**src/rtl/thermo_pkg.sv**
```systemverilog
package thermo_pkg;

  typedef enum logic [2:0] {
    ST_IDLE      = 3'd0,
    ST_HEAT_ON   = 3'd1,
    ST_HEAT_HOLD = 3'd2,
    ST_COOL_ON   = 3'd3,
    ST_COOL_HOLD = 3'd4,
    ST_LEAVE     = 3'd5
  } thermo_state_e;

  typedef enum logic [1:0] {
    PEND_NONE = 2'd0,
    PEND_HEAT = 2'd1,
    PEND_COOL = 2'd2
  } thermo_pend_e;

  function automatic logic in_heat(input thermo_state_e s);
    return (s == ST_HEAT_ON) || (s == ST_HEAT_HOLD);
  endfunction

  function automatic logic in_cool(input thermo_state_e s);
    return (s == ST_COOL_ON) || (s == ST_COOL_HOLD);
  endfunction

endpackage

```
**src/rtl/thermo_band.sv**
```systemverilog
// Threshold evaluation for one control loop: "reached" ends an active phase,
// "resume" ends a pause once the temperature leaves the hysteresis gap.
module thermo_band #(
  parameter int TW   = 8,
  parameter int HW   = 8,
  parameter bit COOL = 1'b0
) (
  input  logic [TW-1:0] temp_i,
  input  logic [TW-1:0] setpt_i,
  input  logic [HW-1:0] hyst_i,
  output logic          reached_o,
  output logic          resume_o
);

  localparam int            EW   = TW + 1;
  localparam logic [TW-1:0] TMAX = '1;

  // setpoint + gap, clamped to the top temperature code
  function automatic logic [TW-1:0] sat_up(input logic [TW-1:0] b,
                                           input logic [HW-1:0] h);
    logic [EW-1:0] s;
    s = {1'b0, b} + EW'(h);
    return s[TW] ? TMAX : s[TW-1:0];
  endfunction

  // setpoint - gap, clamped to zero
  function automatic logic [TW-1:0] sat_dn(input logic [TW-1:0] b,
                                           input logic [HW-1:0] h);
    logic [EW-1:0] d;
    d = {1'b0, b} - EW'(h);
    return d[TW] ? '0 : d[TW-1:0];
  endfunction

  logic [TW-1:0] thresh;

  if (COOL) begin : g_cool
    assign thresh    = sat_up(setpt_i, hyst_i);
    assign reached_o = (temp_i <= setpt_i);
    assign resume_o  = (temp_i >= thresh);
  end else begin : g_heat
    assign thresh    = sat_dn(setpt_i, hyst_i);
    assign reached_o = (temp_i >= setpt_i);
    assign resume_o  = (temp_i <= thresh);
  end

endmodule

```
**src/rtl/thermo_seq.sv**
```systemverilog
// Mode sequencer: idle, two active/pause loops, and a shared exit state.
module thermo_seq
  import thermo_pkg::*;
(
  input  logic          clk,
  input  logic          rst_n,
  input  logic          heat_req_i,
  input  logic          cool_req_i,
  input  logic          exit_req_i,
  input  logic          heat_reached_i,
  input  logic          heat_resume_i,
  input  logic          cool_reached_i,
  input  logic          cool_resume_i,
  output thermo_state_e state_o
);

  thermo_state_e state_q, state_d;
  thermo_pend_e  pend_q, pend_d;
  thermo_state_e heat_entry, cool_entry;

  assign heat_entry = heat_reached_i ? ST_HEAT_HOLD : ST_HEAT_ON;
  assign cool_entry = cool_reached_i ? ST_COOL_HOLD : ST_COOL_ON;

  always_comb begin
    state_d = state_q;
    pend_d  = pend_q;
    if (exit_req_i) begin
      pend_d = PEND_NONE;
      if (state_q != ST_IDLE) state_d = ST_LEAVE;
    end else begin
      unique case (state_q)
        ST_IDLE: begin
          if (heat_req_i)      state_d = heat_entry;
          else if (cool_req_i) state_d = cool_entry;
        end
        ST_HEAT_ON: begin
          if (cool_req_i) begin
            state_d = ST_LEAVE;
            pend_d  = PEND_COOL;
          end else if (heat_reached_i) state_d = ST_HEAT_HOLD;
        end
        ST_HEAT_HOLD: begin
          if (cool_req_i) begin
            state_d = ST_LEAVE;
            pend_d  = PEND_COOL;
          end else if (heat_resume_i) state_d = ST_HEAT_ON;
        end
        ST_COOL_ON: begin
          if (heat_req_i) begin
            state_d = ST_LEAVE;
            pend_d  = PEND_HEAT;
          end else if (cool_reached_i) state_d = ST_COOL_HOLD;
        end
        ST_COOL_HOLD: begin
          if (heat_req_i) begin
            state_d = ST_LEAVE;
            pend_d  = PEND_HEAT;
          end else if (cool_resume_i) state_d = ST_COOL_ON;
        end
        ST_LEAVE: begin
          pend_d = PEND_NONE;
          case (pend_q)
            PEND_HEAT: state_d = heat_entry;
            PEND_COOL: state_d = cool_entry;
            default:   state_d = ST_IDLE;
          endcase
        end
        default: state_d = ST_IDLE;
      endcase
    end
  end

  always_ff @(posedge clk or negedge rst_n) begin
    if (!rst_n) begin
      state_q <= ST_IDLE;
      pend_q  <= PEND_NONE;
    end else begin
      state_q <= state_d;
      pend_q  <= pend_d;
    end
  end

  assign state_o = state_q;

  // exit strobe wins over any move
  assert_exit_first_R7: assert property (@(posedge clk) disable iff (!rst_n)
    (exit_req_i && state_q != ST_IDLE) |=> (state_q == ST_LEAVE));

  // exit state lasts one cycle unless exit is strobed again
  assert_leave_brief_R7: assert property (@(posedge clk) disable iff (!rst_n)
    (state_q == ST_LEAVE && !exit_req_i) |=> (state_q != ST_LEAVE));

  // no direct hop between the two loops
  assert_no_swap_heat_R8: assert property (@(posedge clk) disable iff (!rst_n)
    in_heat(state_q) |=> !in_cool(state_q));
  assert_no_swap_cool_R8: assert property (@(posedge clk) disable iff (!rst_n)
    in_cool(state_q) |=> !in_heat(state_q));

  // active heating pauses when the setpoint is reached
  assert_heat_pause_R3: assert property (@(posedge clk) disable iff (!rst_n)
    (state_q == ST_HEAT_ON && heat_reached_i && !exit_req_i && !cool_req_i)
    |=> (state_q == ST_HEAT_HOLD));

  // heating pause holds inside the gap
  assert_heat_hold_R4: assert property (@(posedge clk) disable iff (!rst_n)
    (state_q == ST_HEAT_HOLD && !heat_resume_i && !exit_req_i && !cool_req_i)
    |=> (state_q == ST_HEAT_HOLD));

  // cooling pause holds inside the gap
  assert_cool_hold_R6: assert property (@(posedge clk) disable iff (!rst_n)
    (state_q == ST_COOL_HOLD && !cool_resume_i && !exit_req_i && !heat_req_i)
    |=> (state_q == ST_COOL_HOLD));

  // exit in idle is a no-op
  assert_idle_exit_R7: assert property (@(posedge clk) disable iff (!rst_n)
    (state_q == ST_IDLE && exit_req_i) |=> (state_q == ST_IDLE));

endmodule

```
**src/rtl/thermostat_ctrl.sv**
```systemverilog
module thermostat_ctrl
  import thermo_pkg::*;
#(
  parameter int TW = 8,
  parameter int HW = 8
) (
  input  logic          clk,
  input  logic          rst_n,
  input  logic [TW-1:0] temp_i,
  input  logic [TW-1:0] setpt_i,
  input  logic [HW-1:0] hyst_i,
  input  logic          heat_req_i,
  input  logic          cool_req_i,
  input  logic          exit_req_i,
  output logic          heat_en_o,
  output logic          cool_en_o,
  output logic [2:0]    state_o
);

  localparam int NLEG = 2;  // leg 0 heats, leg 1 cools

  logic [NLEG-1:0] reached, resume;
  thermo_state_e   state;

  for (genvar g = 0; g < NLEG; g++) begin : g_leg
    thermo_band #(
      .TW  (TW),
      .HW  (HW),
      .COOL(g == 1)
    ) u_band (
      .temp_i   (temp_i),
      .setpt_i  (setpt_i),
      .hyst_i   (hyst_i),
      .reached_o(reached[g]),
      .resume_o (resume[g])
    );
  end

  thermo_seq u_seq (
    .clk           (clk),
    .rst_n         (rst_n),
    .heat_req_i    (heat_req_i),
    .cool_req_i    (cool_req_i),
    .exit_req_i    (exit_req_i),
    .heat_reached_i(reached[0]),
    .heat_resume_i (resume[0]),
    .cool_reached_i(reached[1]),
    .cool_resume_i (resume[1]),
    .state_o       (state)
  );

  assign heat_en_o = (state == ST_HEAT_ON);
  assign cool_en_o = (state == ST_COOL_ON);
  assign state_o   = state;

  assert_one_output_R9: assert property (@(posedge clk) disable iff (!rst_n)
    !(heat_en_o && cool_en_o));

  assert_reset_idle_R1: assert property (@(posedge clk)
    !rst_n |=> (state_o == 3'd0 && !heat_en_o && !cool_en_o));

endmodule

```
**config.mk**
```make
export PLATFORM = sky130hd
export DESIGN_NAME = thermostat_ctrl
export DESIGN_NICKNAME = d
export VERILOG_FILES = /design/src/rtl/thermo_pkg.sv /design/src/rtl/thermo_band.sv /design/src/rtl/thermo_seq.sv /design/src/rtl/thermostat_ctrl.sv
export SDC_FILE = /design/constraint.sdc
export NUM_CORES = 1
export LEC_CHECK = 0
export BUFFER_PORTS_ARGS = -buffer_cell sky130_fd_sc_hd__buf_2
export CELL_PAD_IN_SITES_DETAIL_PLACEMENT = 1
export CELL_PAD_IN_SITES_GLOBAL_PLACEMENT = 2
export CORE_ASPECT_RATIO = 1.5
export CORE_MARGIN = 5
export CORE_UTILIZATION = 32
export CTS_CLUSTER_SIZE = 8
export DETAILED_ROUTE_END_ITERATION = 16
export PLACE_DENSITY = 0.83
export SETUP_SLACK_MARGIN = 0.05
export SYNTH_ARGS = -nofsm -noshare
export SYNTH_HDL_FRONTEND = slang
export SYNTH_SLANG_ARGS = --single-unit
export TNS_END_PERCENT = 1
```
**constraint.sdc**
```tcl
create_clock -name clk -period 2 [get_ports clk]
set_input_delay 0.4 -clock clk [delete_from_list [all_inputs] [get_ports clk]]
set_output_delay 0.4 -clock clk [all_outputs]
set_load 0.05 [all_outputs]
```
Word level (Yosys, flattened, before mapping)
Cells that the tools add are included.
- add/sub/neg operators: 2
- $lt $le $gt $ge: 4
- equal/unequal tests: 15
- muxes and demuxes: 22
- reduce and logical (&&, ||, !) cells: 7
- operators by type and width (operator ; count):
    $mux 3 ; 13
    $pmux 3 s6 ; 1
    $ge 8x8->1 ; 2
    $le 8x8->1 ; 2
    $mux 8 ; 2
    $ne 4x4->1 const B ; 3
    $add 8x8->9 ; 1
    $sub 8x8->9 ; 1
    $mux 2 ; 4
    $ne 4x3->1 const B ; 2
    $eq 3x2->1 const B ; 2
    $eq 3x3->1 const B ; 2
    $ne 3x1->1 const B ; 2
    $pmux 2 s3 ; 1
    $pmux 3 s2 ; 1
    $reduce_and 6->1 ; 1
    $reduce_bool 4->1 ; 1
    $reduce_or 2->1 ; 2
    $eq 3x1->1 const B ; 1
    $logic_not 3->1 ; 1
    $reduce_and 3->1 ; 1
    $reduce_bool 3->1 ; 1
    $eq 2x1->1 const B ; 1
    $eq 2x2->1 const B ; 1
    $ne 2x1->1 const B ; 1
- flip-flop bits (word level): 5
- logic and storage cells: 52

Longest topological paths before layout
Gate-level depths: netlist of the first run.
- depth in word-level cells: 7
- depth in mapped cells: 18
- depth with buffers taken out: 18

Modules after synthesis
Synthesis of the first run repeated with hierarchy kept, for this count alone.
- cells, all modules: 277
- area total of the unflattened synthesis: 2128.3 um^2
- modules (own cells, without submodules) (module ; instances ; cells an instance ; area an instance (um^2) ; seq. area each (um^2)):
    thermo_band (g_leg[0].u_band) ; 1 ; 111 ; 794.5 ; 0.0
    thermo_band (g_leg[1].u_band) ; 1 ; 91 ; 733.2 ; 0.0
    thermo_seq ; 1 ; 73 ; 579.3 ; 125.1
    thermostat_ctrl ; 1 ; 2 ; 21.3 ; 0.0

Least setup slack after synthesis of the first run
No wires, ideal clock.
- path kind: input to register
- from: input port setpt_i[0]
- to: register u_seq.state_q[1] (netlist: u_seq.state_o[1])
- setup time: 79 ps
- arrival time: 3568 ps
- data required time: 1921 ps
- slack: -1647 ps
- stages on the path: 17
- path buffers: 0
- cell sequence: ha_1 > fa_1 > nand2b_1 > a21oi_1 > nor2_2 > o21a_1 > o21bai_1 > a221o_1 > or2_1 > ha_1 > nand2b_4 > a2111oi_4 > nor3_1 > a2111oi_2 > a211oi_1 > o21ai_2 > mux2i_1
- cells in the longest elaborated chain, start to end: 6
- elaborated cells between the ends (all ways): 20
- those cells by class: 2 x add/sub; 4 x order compare; 4 x eq/ne; 9 x mux; 1 x reduce/logical
- ends and longest elaborated chain (what ; line ; RTL):
    from (decl) ; thermostat_ctrl.sv:10 ; input logic [TW-1:0] setpt_i,
    branches (longest 6 deep; another with $sub 8x8->9) ; - ;
    to (signal assigned) ; thermo_seq.sv:78 ; state_q <= state_d;
    to (decl) ; thermo_seq.sv:17 ; thermo_state_e state_q, state_d;
Several ways; the timed one is not identified. The select of a mux whose other input is x is not followed.
A chain may end at the register's enable or synchronous reset.

Worst setup path after layout of the first run
Same ends and word-level chain as after synthesis.

==> out/metrics.yaml, run 1 <==
cells_and_area:
  antennaDiodeCount: 0
  drive_gt1_share_pct: 36.0
  fin_cells: 406
  nets: 410
  synthToLayoutAreaGrowth_pct: 46.6
clock_network:
  cts_root_buffer: "clkbuf_8"
  htreeDepth: 1
  post_cts_buffers: 0
  cts_tree: "yes"
  cts_num_sinks: 5
  clock_latency_ps: 230
  clk_path_buf_depth: 2
  cts.clk_slew.worst_paths_ps: 40
  tritoncts.num_buffers: 3
setup_path:
  reg2reg_setup_slack_ps: 160
  worstReg2RegStart: "u_seq.state_o[1]"
  criticalPathCategory: "primary input to register"
  max_stage_delay_ps: 350
  worstPathCellList: "buf_8 -> ha_4 -> fa_2 -> nand2b_1 -> a21oi_2 -> nor2_2 -> o21a_1 -> o21bai_1 -> a221o_1 -> or2_1 -> ha_1 -> nand2b_4 -> a2111oi_4 -> nor3_2 -> a2111oi_4 -> a211oi_2 -> o21ai_2 -> mux2i_1"
  cpMaxStageDelayCell: "fa_2"
  r2r_end: "u_seq.state_o[1]"
  cp_common_cell: "a2111oi_4"
  reg2reg_depth: 7
  required_ps: 2140
  cp-start-kind: "primary input"
  cp-startpoint: "setpt_i[0]"
  end_kind: "register"
  crit_fanout: 3
  arrival_ps: 3540
logic_synthesis:
  yosysTopAreaCell: "ha_1"
  synth-edff-count: 0
  ys_top_cells_by_area: "ha_1 (29%), dfrtp_1 (6.9%), a21oi_1 (5.8%), inv_1 (5.0%), nor2_1 (4.3%)"
  synth_common_cells: "ha_1 (42), inv_1 (24), a21oi_1 (21), nor2_1 (21), nand2_1 (17)"
  syn-num-nets: 315
  yosysUniqueCellTypes: 54
  syn_area_per_cell_um2: 7.49
  syn_area_um2: 1810
  synth_top_area_share_pct: 29.0
  netlist_instances: 242
  synth.most_common_cell: "ha_1"
  yosysWarningCount: 0
  async_reset_ff_share_pct: 100
  ys_seq_elements: 5
  ys.flop_type: "dfrtp_1"
  ys_seq_area_share_pct: 6.90
drt:
  first_pass_iters: 4
  drt_iter0_drc: 48
  wl_per_cell_um: 15.0
  ant_nets: 0
  vias: 2118
  via_per_inst: 5.22
  totalWireLength_um: 6100
  drc: 0
sta:
  drv_slew: 0
  rsz0062_at_grt: "yes"
  fin_crit_sh_pct: 170
  slew_headroom_pct: 73.2
  fmax_ghz: 0.294
  tns_ps: -3990
  worst_slew_pin_slew_ps: 401
  fin_ws_ps: -1400
  fin_worst_skew_ps: 3.79
  layout_min_cycle_time_ps: 3400
  setup_violations: 3
  hold_viol_final: 0
power:
  power_leakage_nw: 1.33
  irDropWorstVdd_mv: 0.232
  power.density_nw_per_um2: 649
floorplan:
  core_area_um2: 5490
  die_h_um: 102
  die_area_um2: 7300
  die_width_um: 71.5
  io-pin-count: 34
  fp-row-count: 33
  start_util_pct: 33.0
placed_design:
  io_buffers: 33
  gp_congestion: 0.908
  place_inst: 401
  pre_cts_ws_ps: -1740
  hpwlAfterDp_um: 5410
global_route:
  grt-ovfl-total: 0
  grt_pass1_vias: 2334
  grt_pass1_wl_um: 10400
  grt_max_degree: 11
  grt_antenna_before_repair: 0
  grt_usage_pct: 17.6
run_status:
  violations: "negative setup slack"
  outcome: "finished with violations"
flow_run:
  cap_viol_max_count: 0
min_path:
  min_path_type: "primary input to asynchronous set/reset pin"
[state kept, by name, summed over array words and instances (netlist names)]
register,flops
u_seq.state_o,3
u_seq.pend_q,2
[worst max path at each step]
| stage | end | slack, ps | cells after the start |
|---|---|---|---|
| after global placement | u_seq.state_o[1] | -1620 | 18 |
| after floorplan | u_seq.state_o[1] | -1480 | 17 |
| final | u_seq.state_o[1] | -1400 | 18 |
| after global routing | u_seq.state_o[1] | -1640 | 18 |
| after detailed placement | u_seq.state_o[1] | -1740 | 18 |
| after CTS | u_seq.state_o[1] | -1410 | 18 |
[routing by layer]
layer  track usage, %  wire length (µm)  share of wire [%]
met5                0                 0                  0
met4             8.25               267                4.4
met1             16.2              2130                 35
met3             1.28               156                2.6
met2             37.3              3550                 58
[layout make-up]
| cell class | count | area [µm²] |
|---|---|---|
| repair buffers | 99 | 679 |
| well taps | 70 | 87.6 |
| inverters | 24 | 90.1 |
| flip-flops and latches | 5 | 125 |
| multi-input cells | 204 | 1630 |
| clock buffers | 4 | 45.0 |
| fillers | 716 | 2830 |
[logic make-up after synthesis]
group	share of synthesized area [%]
AOI/OAI and AO/OA	25.2
xor gates and xnor gates	3.86
adders and majority gates	31.2
buffers and inverters	7.11
DFF	6.90
muxes	1.66
and+or+nand+nor	24.1
[timing repair]
item,4_1_cts,5_1_grt
endpoints found under the hold margin,5,0
gates resized for setup,12,2
endpoints found under the setup margin,3,3
pin swaps,0,3
hold buffers,1,0
[critical path, delay by kind of cell]
kind | cells | cell delay, ps
and+or+nand+nor | 5 | 700
AOI/OAI and AO/OA | 8 | 1350
adders and majority gates | 3 | 770
buffers and inverters | 1 | 100
muxes | 1 | 220
[through the flow]
stage               total power, W  utilization, %  hold slack, ps  cell area [µm²]
floorplan                  0.00102               -             104             1840
global placement           0.00146            46.3             222             2540
detailed placement         0.00150            46.3             223             2540
CTS                        0.00173            48.3             515             2650
global route               0.00188            48.4             528             2660
finish                     0.00172            48.4             516             2660
[placed cells by master, fill, tap and decap left out, types with 2 or more instances in the layout]
cell	netlist	layout
buf_4	0	65
ha_1	42	41
buf_2	3	31
inv_1	24	24
nor2_1	21	20
a21oi_1	21	19
nand2_1	17	17
nand2b_1	10	10
o21ai_0	9	8
nor2b_1	6	6
nor3_1	7	5
dfrtp_1	5	5
nor3b_1	4	4
xnor2_1	4	4
xor2_1	4	4
nand3_1	4	4
a21oi_2	1	3
o21a_1	3	3
o21bai_1	3	3
mux2i_1	3	3
clkbuf_8	0	3
nor2_2	1	2
a21o_1	2	2
o21ai_2	1	2
nor3_2	0	2
or3_1	2	2
nand4_1	2	2
o211ai_1	2	2
a31oi_1	2	2
nor4_1	2	2
and4_1	2	2
a2111oi_4	1	2
a2111oi_0	3	2
a22oi_1	2	2
fa_2	0	2
[report_power, final]
part	internal (W)	leakage, nW	switching [W]
sequential	0.000138	0.0631	0.0000659
combinational	0.000569	1.24	0.000748
clock	0.000138	0.0228	0.0000638
total	0.000845	1.33	0.000878
Note: power is estimated with default switching activity, not from simulation.
==> run 2: changes to the inputs <==
--- a/config.mk
+++ b/config.mk
@@ -10,10 +10,11 @@
 export CELL_PAD_IN_SITES_GLOBAL_PLACEMENT = 2
 export CORE_ASPECT_RATIO = 1.5
 export CORE_MARGIN = 5
-export CORE_UTILIZATION = 32
+export CORE_UTILIZATION = 35
 export CTS_CLUSTER_SIZE = 8
 export DETAILED_ROUTE_END_ITERATION = 16
-export PLACE_DENSITY = 0.83
+export GPL_TIMING_DRIVEN = 0
+export PLACE_DENSITY = 0.89
 export SETUP_SLACK_MARGIN = 0.05
 export SYNTH_ARGS = -nofsm -noshare
 export SYNTH_HDL_FRONTEND = slang
==> constraint.sdc (replaced) <==
create_clock -name clk -period 4.2 [get_ports clk]
set_input_delay 0.84 -clock clk [delete_from_list [all_inputs] [get_ports clk]]
set_output_delay 0.84 -clock clk [all_outputs]
set_load 0.05 [all_outputs]
==> out/metrics.yaml, run 2 (synthesized netlist as in run 1, its figures left out) <==
drt:
  drc: 0  # unchanged
  vias: 1834  # was 2118
  ant_nets: 0  # unchanged
  drt_iter0_drc: 81  # was 48
  wl_per_cell_um: 14.6  # was 15.0 µm
  totalWireLength_um: 5170  # was 6100 µm
  via_per_inst: 5.20  # was 5.22
  first_pass_iters: 4  # unchanged
setup_path:
  cp-startpoint: "setpt_i[0]"  # unchanged
  end_kind: "register"  # unchanged
  worstReg2RegStart: "u_seq.state_o[2]"  # was u_seq.state_o[1]
  required_ps: 4310  # was 2140 ps
  crit_fanout: 3  # unchanged
  criticalPathCategory: "primary input to register"  # unchanged
  arrival_ps: 4210  # was 3540 ps
  cp-start-kind: "primary input"  # unchanged
cells_and_area:
  nets: 359  # was 410
  final_cell_mix: "ha_1 (41), buf_2 (32), inv_1 (24)"  # was buf_4 (65), ha_1 (41), buf_2 (31)
  layout_commonest_cell: "ha_1"  # was buf_4
  antennaDiodeCount: 0  # unchanged
  synthToLayoutAreaGrowth_pct: 23.3  # was 46.6%
  fin_cells: 353  # was 406
  fillerInstances: 676  # was 716
  drive_gt1_share_pct: 21.8  # was 36.0%
  largest_reg_flops: 3  # unchanged
  final_util_pct: 43.9  # was 48.4%
global_route:
  grt_antenna_before_repair: 0  # unchanged
  grt_max_degree: 11  # unchanged
  grtUsageMet3_pct: 0.345  # was 1.28%
  busiest_layer: "met2"  # unchanged
  grt_usage_pct: 15.9  # was 17.6%
  grt_pass1_wl_um: 8540  # was 10400 µm
  met2_usage_pct: 32.4  # was 37.3%
  grt-ovfl-total: 0  # unchanged
  grt_pass1_vias: 1933  # was 2334
  use_met1_pct: 16.7  # was 16.2%
sta:
  drv_slew: 0  # unchanged
  layout_min_cycle_time_ps: 4100
  fmax_ghz: 0.244
  fin_worst_skew_ps: 0.882  # was 3.79 ps
  fin_crit_sh_pct: 97.6
  worst_slew_pin_slew_ps: 574  # was 401 ps
  slew_headroom_pct: 60.7  # was 73.2%
  holdWs_ps: 430  # was 516 ps
  rsz0062_at_grt: "yes"  # unchanged
  setup_violations: 0  # was 3
  hold_viol_final: 0  # unchanged
run_status:
  outcome: "finished clean"  # was finished with violations
floorplan:
  die_width_um: 68.8  # was 71.5 µm
  start_util_pct: 35.7  # was 33.0%
  io-pin-count: 34  # unchanged
  die_h_um: 98.1  # was 102 µm
  fp-row-count: 32  # was 33
  die_area_um2: 6750  # was 7300 µm²
  core_area_um2: 5080  # was 5490 µm²
clock_network:
  cts_hold_buf: 0  # was 1
  cts_root_buffer: "clkbuf_8"  # unchanged
  clk_path_buf_depth: 2  # unchanged
  cts_num_sinks: 5  # unchanged
  tritoncts.num_buffers: 3  # unchanged
  cts.clk_slew.worst_paths_ps: 30  # was 40 ps
  htreeDepth: 1  # unchanged
  cts_tree: "yes"  # unchanged
  clock_latency_ps: 210  # was 230 ps
placed_design:
  place_inst: 341  # was 401
  hpwlAfterDp_um: 4330  # was 5410 µm
  gp_congestion: 0.864  # was 0.908
  io_buffers: 31  # was 33
power:
  totalPowerFinal_w: 0.000743  # was 0.00172 W
  irDropWorstVdd_mv: 0.0873  # was 0.232 mV
  power_leakage_nw: 1.06  # was 1.33 nW
  power.density_nw_per_um2: 332  # was 649 nW/µm²
min_path:
  min_path_type: "primary input to asynchronous set/reset pin"  # unchanged
flow_run:
  cap_viol_max_count: 0  # unchanged
-- run 2: stage by stage --
step	setup slack, ps	TNS, ps	area [µm²]
detailed placement	-501	-1300	2050
finish	102	0	2230
CTS	34.5	0	2190
global route	-90.8	-205	2230
global placement	-450	-1130	2050
floorplan	113	0	1810
-- run 2: critical path, stage by stage --
cell and delay (ps):
buf_8 100, ha_4 160, fa_2 340, nand2b_1 120
a21oi_2 70, nor2_2 130, o21a_1 140, o21bai_1 100
a221o_2 410, or2_1 230, ha_1 270, nand2b_4 160
a2111oi_4 300, nor3_2 110, a2111oi_4 250, a211oi_2 100
o21ai_2 100, mux2i_1 280
-- run 2: path summary, 6_finish.rpt --
path                                     to  slack [ps]  cells after the start
max                        u_seq.state_o[1]         100                     18
min                         u_seq.pend_q[0]         430                      1
max reg2reg                u_seq.state_o[1]        2260                      7
min reg2reg                 u_seq.pend_q[1]         670                      2
max in group asynchronous  u_seq.state_o[1]        3640                      1
min in group clk            u_seq.pend_q[1]         670                      2
-- run 2: layout make-up --
cell class	instances	area, µm²	share of cell area (%)
buffer	9	38.8	1.74
clock buffer	4	45.0	2.02
inverter	24	90.1	4.03
multi-input combinational	204	1620	72.5
sequential	5	125	5.60
tap	68	85.1	3.81
timing repair buffer	39	231	10.4
-- run 2: power breakdown --
part / switching (W) / internal, W / total [W]
clock: 0.0000211 / 0.0000649 / 0.0000860
sequential: 0.0000207 / 0.0000659 / 0.0000866
combinational: 0.000352 / 0.000218 / 0.000570
total: 0.000394 / 0.000349 / 0.000743
-- run 2: metal layers --
metal | vias up | wire length (µm)
li1 | 947 | -
met1 | 847 | 1910
met2 | 36 | 3060
met3 | 4 | 148
met4 | 0 | 51
met5 | - | 0
-- run 2: repair_timing --
action	in CTS	in global routing
buffers inserted	8	0
pin swaps	7	1
gates resized for setup	8	9
setup endpoints to repair	3	3
==> run 3: changes to the inputs <==
--- a/config.mk
+++ b/config.mk
@@ -15,6 +15,7 @@
 export DETAILED_ROUTE_END_ITERATION = 16
 export GPL_TIMING_DRIVEN = 0
 export PLACE_DENSITY = 0.89
+export RECOVER_POWER = 100
 export SETUP_SLACK_MARGIN = 0.05
 export SYNTH_ARGS = -nofsm -noshare
 export SYNTH_HDL_FRONTEND = slang
==> out/metrics.yaml, run 3 (synthesized netlist as in run 1, its figures left out) <==
cells_and_area:
  final_util_pct: 43.8  # was 43.9%
  layout_commonest_cell: "ha_1"  # unchanged
  fin_cells: 353  # unchanged
  synthToLayoutAreaGrowth_pct: 22.8  # was 23.3%
  largest_reg_flops: 3  # unchanged
  drive_gt1_share_pct: 19.3  # was 21.8%
  final_cell_mix: "ha_1 (41), buf_2 (25), inv_1 (24)"  # was ha_1 (41), buf_2 (32), inv_1 (24)
  antennaDiodeCount: 0  # unchanged
  nets: 359  # unchanged
placed_design:
  place_inst: 341  # unchanged
  io_buffers: 31  # unchanged
  gp_congestion: 0.864  # unchanged
  hpwlAfterDp_um: 4330  # unchanged
  pre_cts_ws_ps: -501  # unchanged
setup_path:
  cpMaxStageDelayCell: "a221o_2"  # unchanged
  crit_fanout: 3  # unchanged
  r2r_end: "u_seq.state_o[1]"  # unchanged
  path_depth: 18  # unchanged
  critical-path-top-delay-family: "compound AO/OA/AOI/OAI gates"  # unchanged
  worstReg2RegStart: "u_seq.state_o[2]"  # unchanged
  crit_buf_inv: 1  # unchanged
  cp-startpoint: "setpt_i[0]"  # unchanged
  end_kind: "register"  # unchanged
  arrival_ps: 4210  # about the same
  cp-start-kind: "primary input"  # unchanged
  reg2reg_setup_slack_ps: 2070  # was 2260 ps
  reg2reg_depth: 8  # was 7
  cp_common_cell: "a2111oi_4"  # unchanged
  worstPathCellList: "buf_8 -> ha_4 -> fa_2 -> nand2b_1 -> a21oi_2 -> nor2_2 -> o21a_1 -> o21bai_1 -> a221o_2 -> or2_1 -> ha_1 -> nand2b_4 -> a2111oi_4 -> nor3_2 -> a2111oi_4 -> a211oi_2 -> o21ai_2 -> mux2i_1"  # unchanged
  criticalPathCategory: "primary input to register"  # unchanged
  max_stage_delay_ps: 410  # about the same
  required_ps: 4310  # about the same
sta:
  hold_viol_final: 0  # unchanged
  drv_slew: 0  # unchanged
  worst_slew_pin_slew_ps: 565  # was 574 ps
  layout_min_cycle_time_ps: 4100  # about the same
  fin_crit_sh_pct: 97.6  # about the same
  setup_violations: 0  # unchanged
  fmax_ghz: 0.244  # about the same
  rsz0062_at_grt: "yes"  # unchanged
  fin_ws_ps: 101  # was 102 ps
  slew_headroom_pct: 61.4  # was 60.7%
  fin_worst_skew_ps: 0.814  # was 0.882 ps
  tns_ps: 0  # unchanged
clock_network:
  cts_num_sinks: 5  # unchanged
  cts.clk_slew.worst_paths_ps: 30  # about the same
  clock_latency_ps: 210  # about the same
  cts_hold_buf: 0  # unchanged
  cts_tree: "yes"  # unchanged
  cts_root_buffer: "clkbuf_8"  # unchanged
  tritoncts.num_buffers: 3  # unchanged
  clk_path_buf_depth: 2  # unchanged
  htreeDepth: 1  # unchanged
power:
  power_frac_clock_pct: 11.6  # about the same
  power.density_nw_per_um2: 332  # about the same
  p_sw_share_pct: 53.7  # was 53.1%
  power_leakage_nw: 1.04  # was 1.06 nW
  p_int_w: 0.000342  # was 0.000349 W
  p_switching_w: 0.000397  # was 0.000394 W
  seqPwrFrac_pct: 11.8  # was 11.7%
  p_comb_share_pct: 76.5  # was 76.8%
  irDropWorstVdd_mv: 0.0875  # was 0.0873 mV
drt:
  ant_nets: 0  # unchanged
  via_per_inst: 5.22  # was 5.20
  totalWireLength_um: 5200  # was 5170 µm
  vias: 1844  # was 1834
  wl_per_cell_um: 14.7  # was 14.6 µm
  first_pass_iters: 4  # unchanged
  drc: 0  # unchanged
  drt_iter0_drc: 100  # was 81
global_route:
  grt-ovfl-total: 0  # unchanged
  grt_usage_pct: 15.9  # unchanged
  grt_pass1_vias: 1933  # unchanged
  grt_antenna_before_repair: 0  # unchanged
  grt_pass1_wl_um: 8540  # unchanged
  grt_max_degree: 11  # unchanged
floorplan:
  start_util_pct: 35.7  # unchanged
  io-pin-count: 34  # unchanged
  die_h_um: 98.1  # unchanged
  fp-row-count: 32  # unchanged
  die_area_um2: 6750  # unchanged
  core_area_um2: 5080  # unchanged
  die_width_um: 68.8  # unchanged
run_status:
  outcome: "finished clean"  # unchanged
flow_run:
  cap_viol_max_count: 0  # unchanged
min_path:
  min_path_type: "primary input to asynchronous set/reset pin"  # unchanged
==> run 3: changes by cell type in the layout (fill, tap and decap cells not counted), sizes merged <==
cell	change
buf	-8
clkbuf	+8
==> run 3: how the worst max path moves through the flow <==
| stage | endpoint | slack, ps |
|---|---|---|
| 2_1_floorplan | u_seq.state_o[1] | 110 |
| 3_3_place_gp | u_seq.state_o[1] | -450 |
| 3_5_place_dp | u_seq.state_o[1] | -500 |
| 4_1_cts | u_seq.state_o[1] | 30 |
| 5_1_grt | u_seq.state_o[1] | -90 |
| 6_report | u_seq.state_o[1] | 100 |
==> run 3: what timing repair did <==
item                       in CTS  in global routing
setup buffers                   8                  0
cloned                          0                  0
setup endpoints to repair       3                  3
gates resized for setup         8                  9
pin swaps                       7                  1
==> run 3: worst reg2reg max path: stages, from the launching register on <==
cell and delay (ps):
dfrtp_1 340, clkbuf_1 340, nand2b_1 200, nor3_1 170, nand2_1 110, a2111oi_4 380
a211oi_2 100, o21ai_2 100, mux2i_1 280
==> run 3: final cells by class <==
| cell class | count | area (µm²) |
|---|---|---|
| buffer | 9 | 37.5 |
| inverter | 24 | 90.1 |
| timing repair buffer | 39 | 224 |
| sequential | 5 | 125 |
| fill | 681 | 2860 |
| multi-input combinational | 204 | 1620 |
| clock buffer | 4 | 45.0 |
| tap | 68 | 85.1 |
==> run 3: power groups by stage <==
stage / Combinational (W) / Sequential, W / Clock [W]
floorplan: 0.000354 / 0.000126 / 0
global placement: 0.000519 / 0.0000861 / 0
detailed placement: 0.000532 / 0.0000867 / 0
CTS: 0.000562 / 0.0000869 / 0.0000889
global route: 0.000625 / 0.0000898 / 0.0000935
finish: 0.000565 / 0.0000874 / 0.0000860
==> run 3: through the flow <==
stage	total power (W)	cell area (µm²)	hold WS, ps
2_1_floorplan	0.000480	1810	544
5_1_grt	0.000808	2230	486
3_5_place_dp	0.000619	2050	656
6_report	0.000738	2230	462
3_3_place_gp	0.000606	2050	652
4_1_cts	0.000737	2190	429
==> run 3: metal layers <==
metal  share of wire (%)  track usage, %  wire, µm
met1                  37            16.7      1950
met2                  59            32.4      3060
met3                 2.6           0.345       137
met4                0.98            3.45        51
met5                   0               0         0
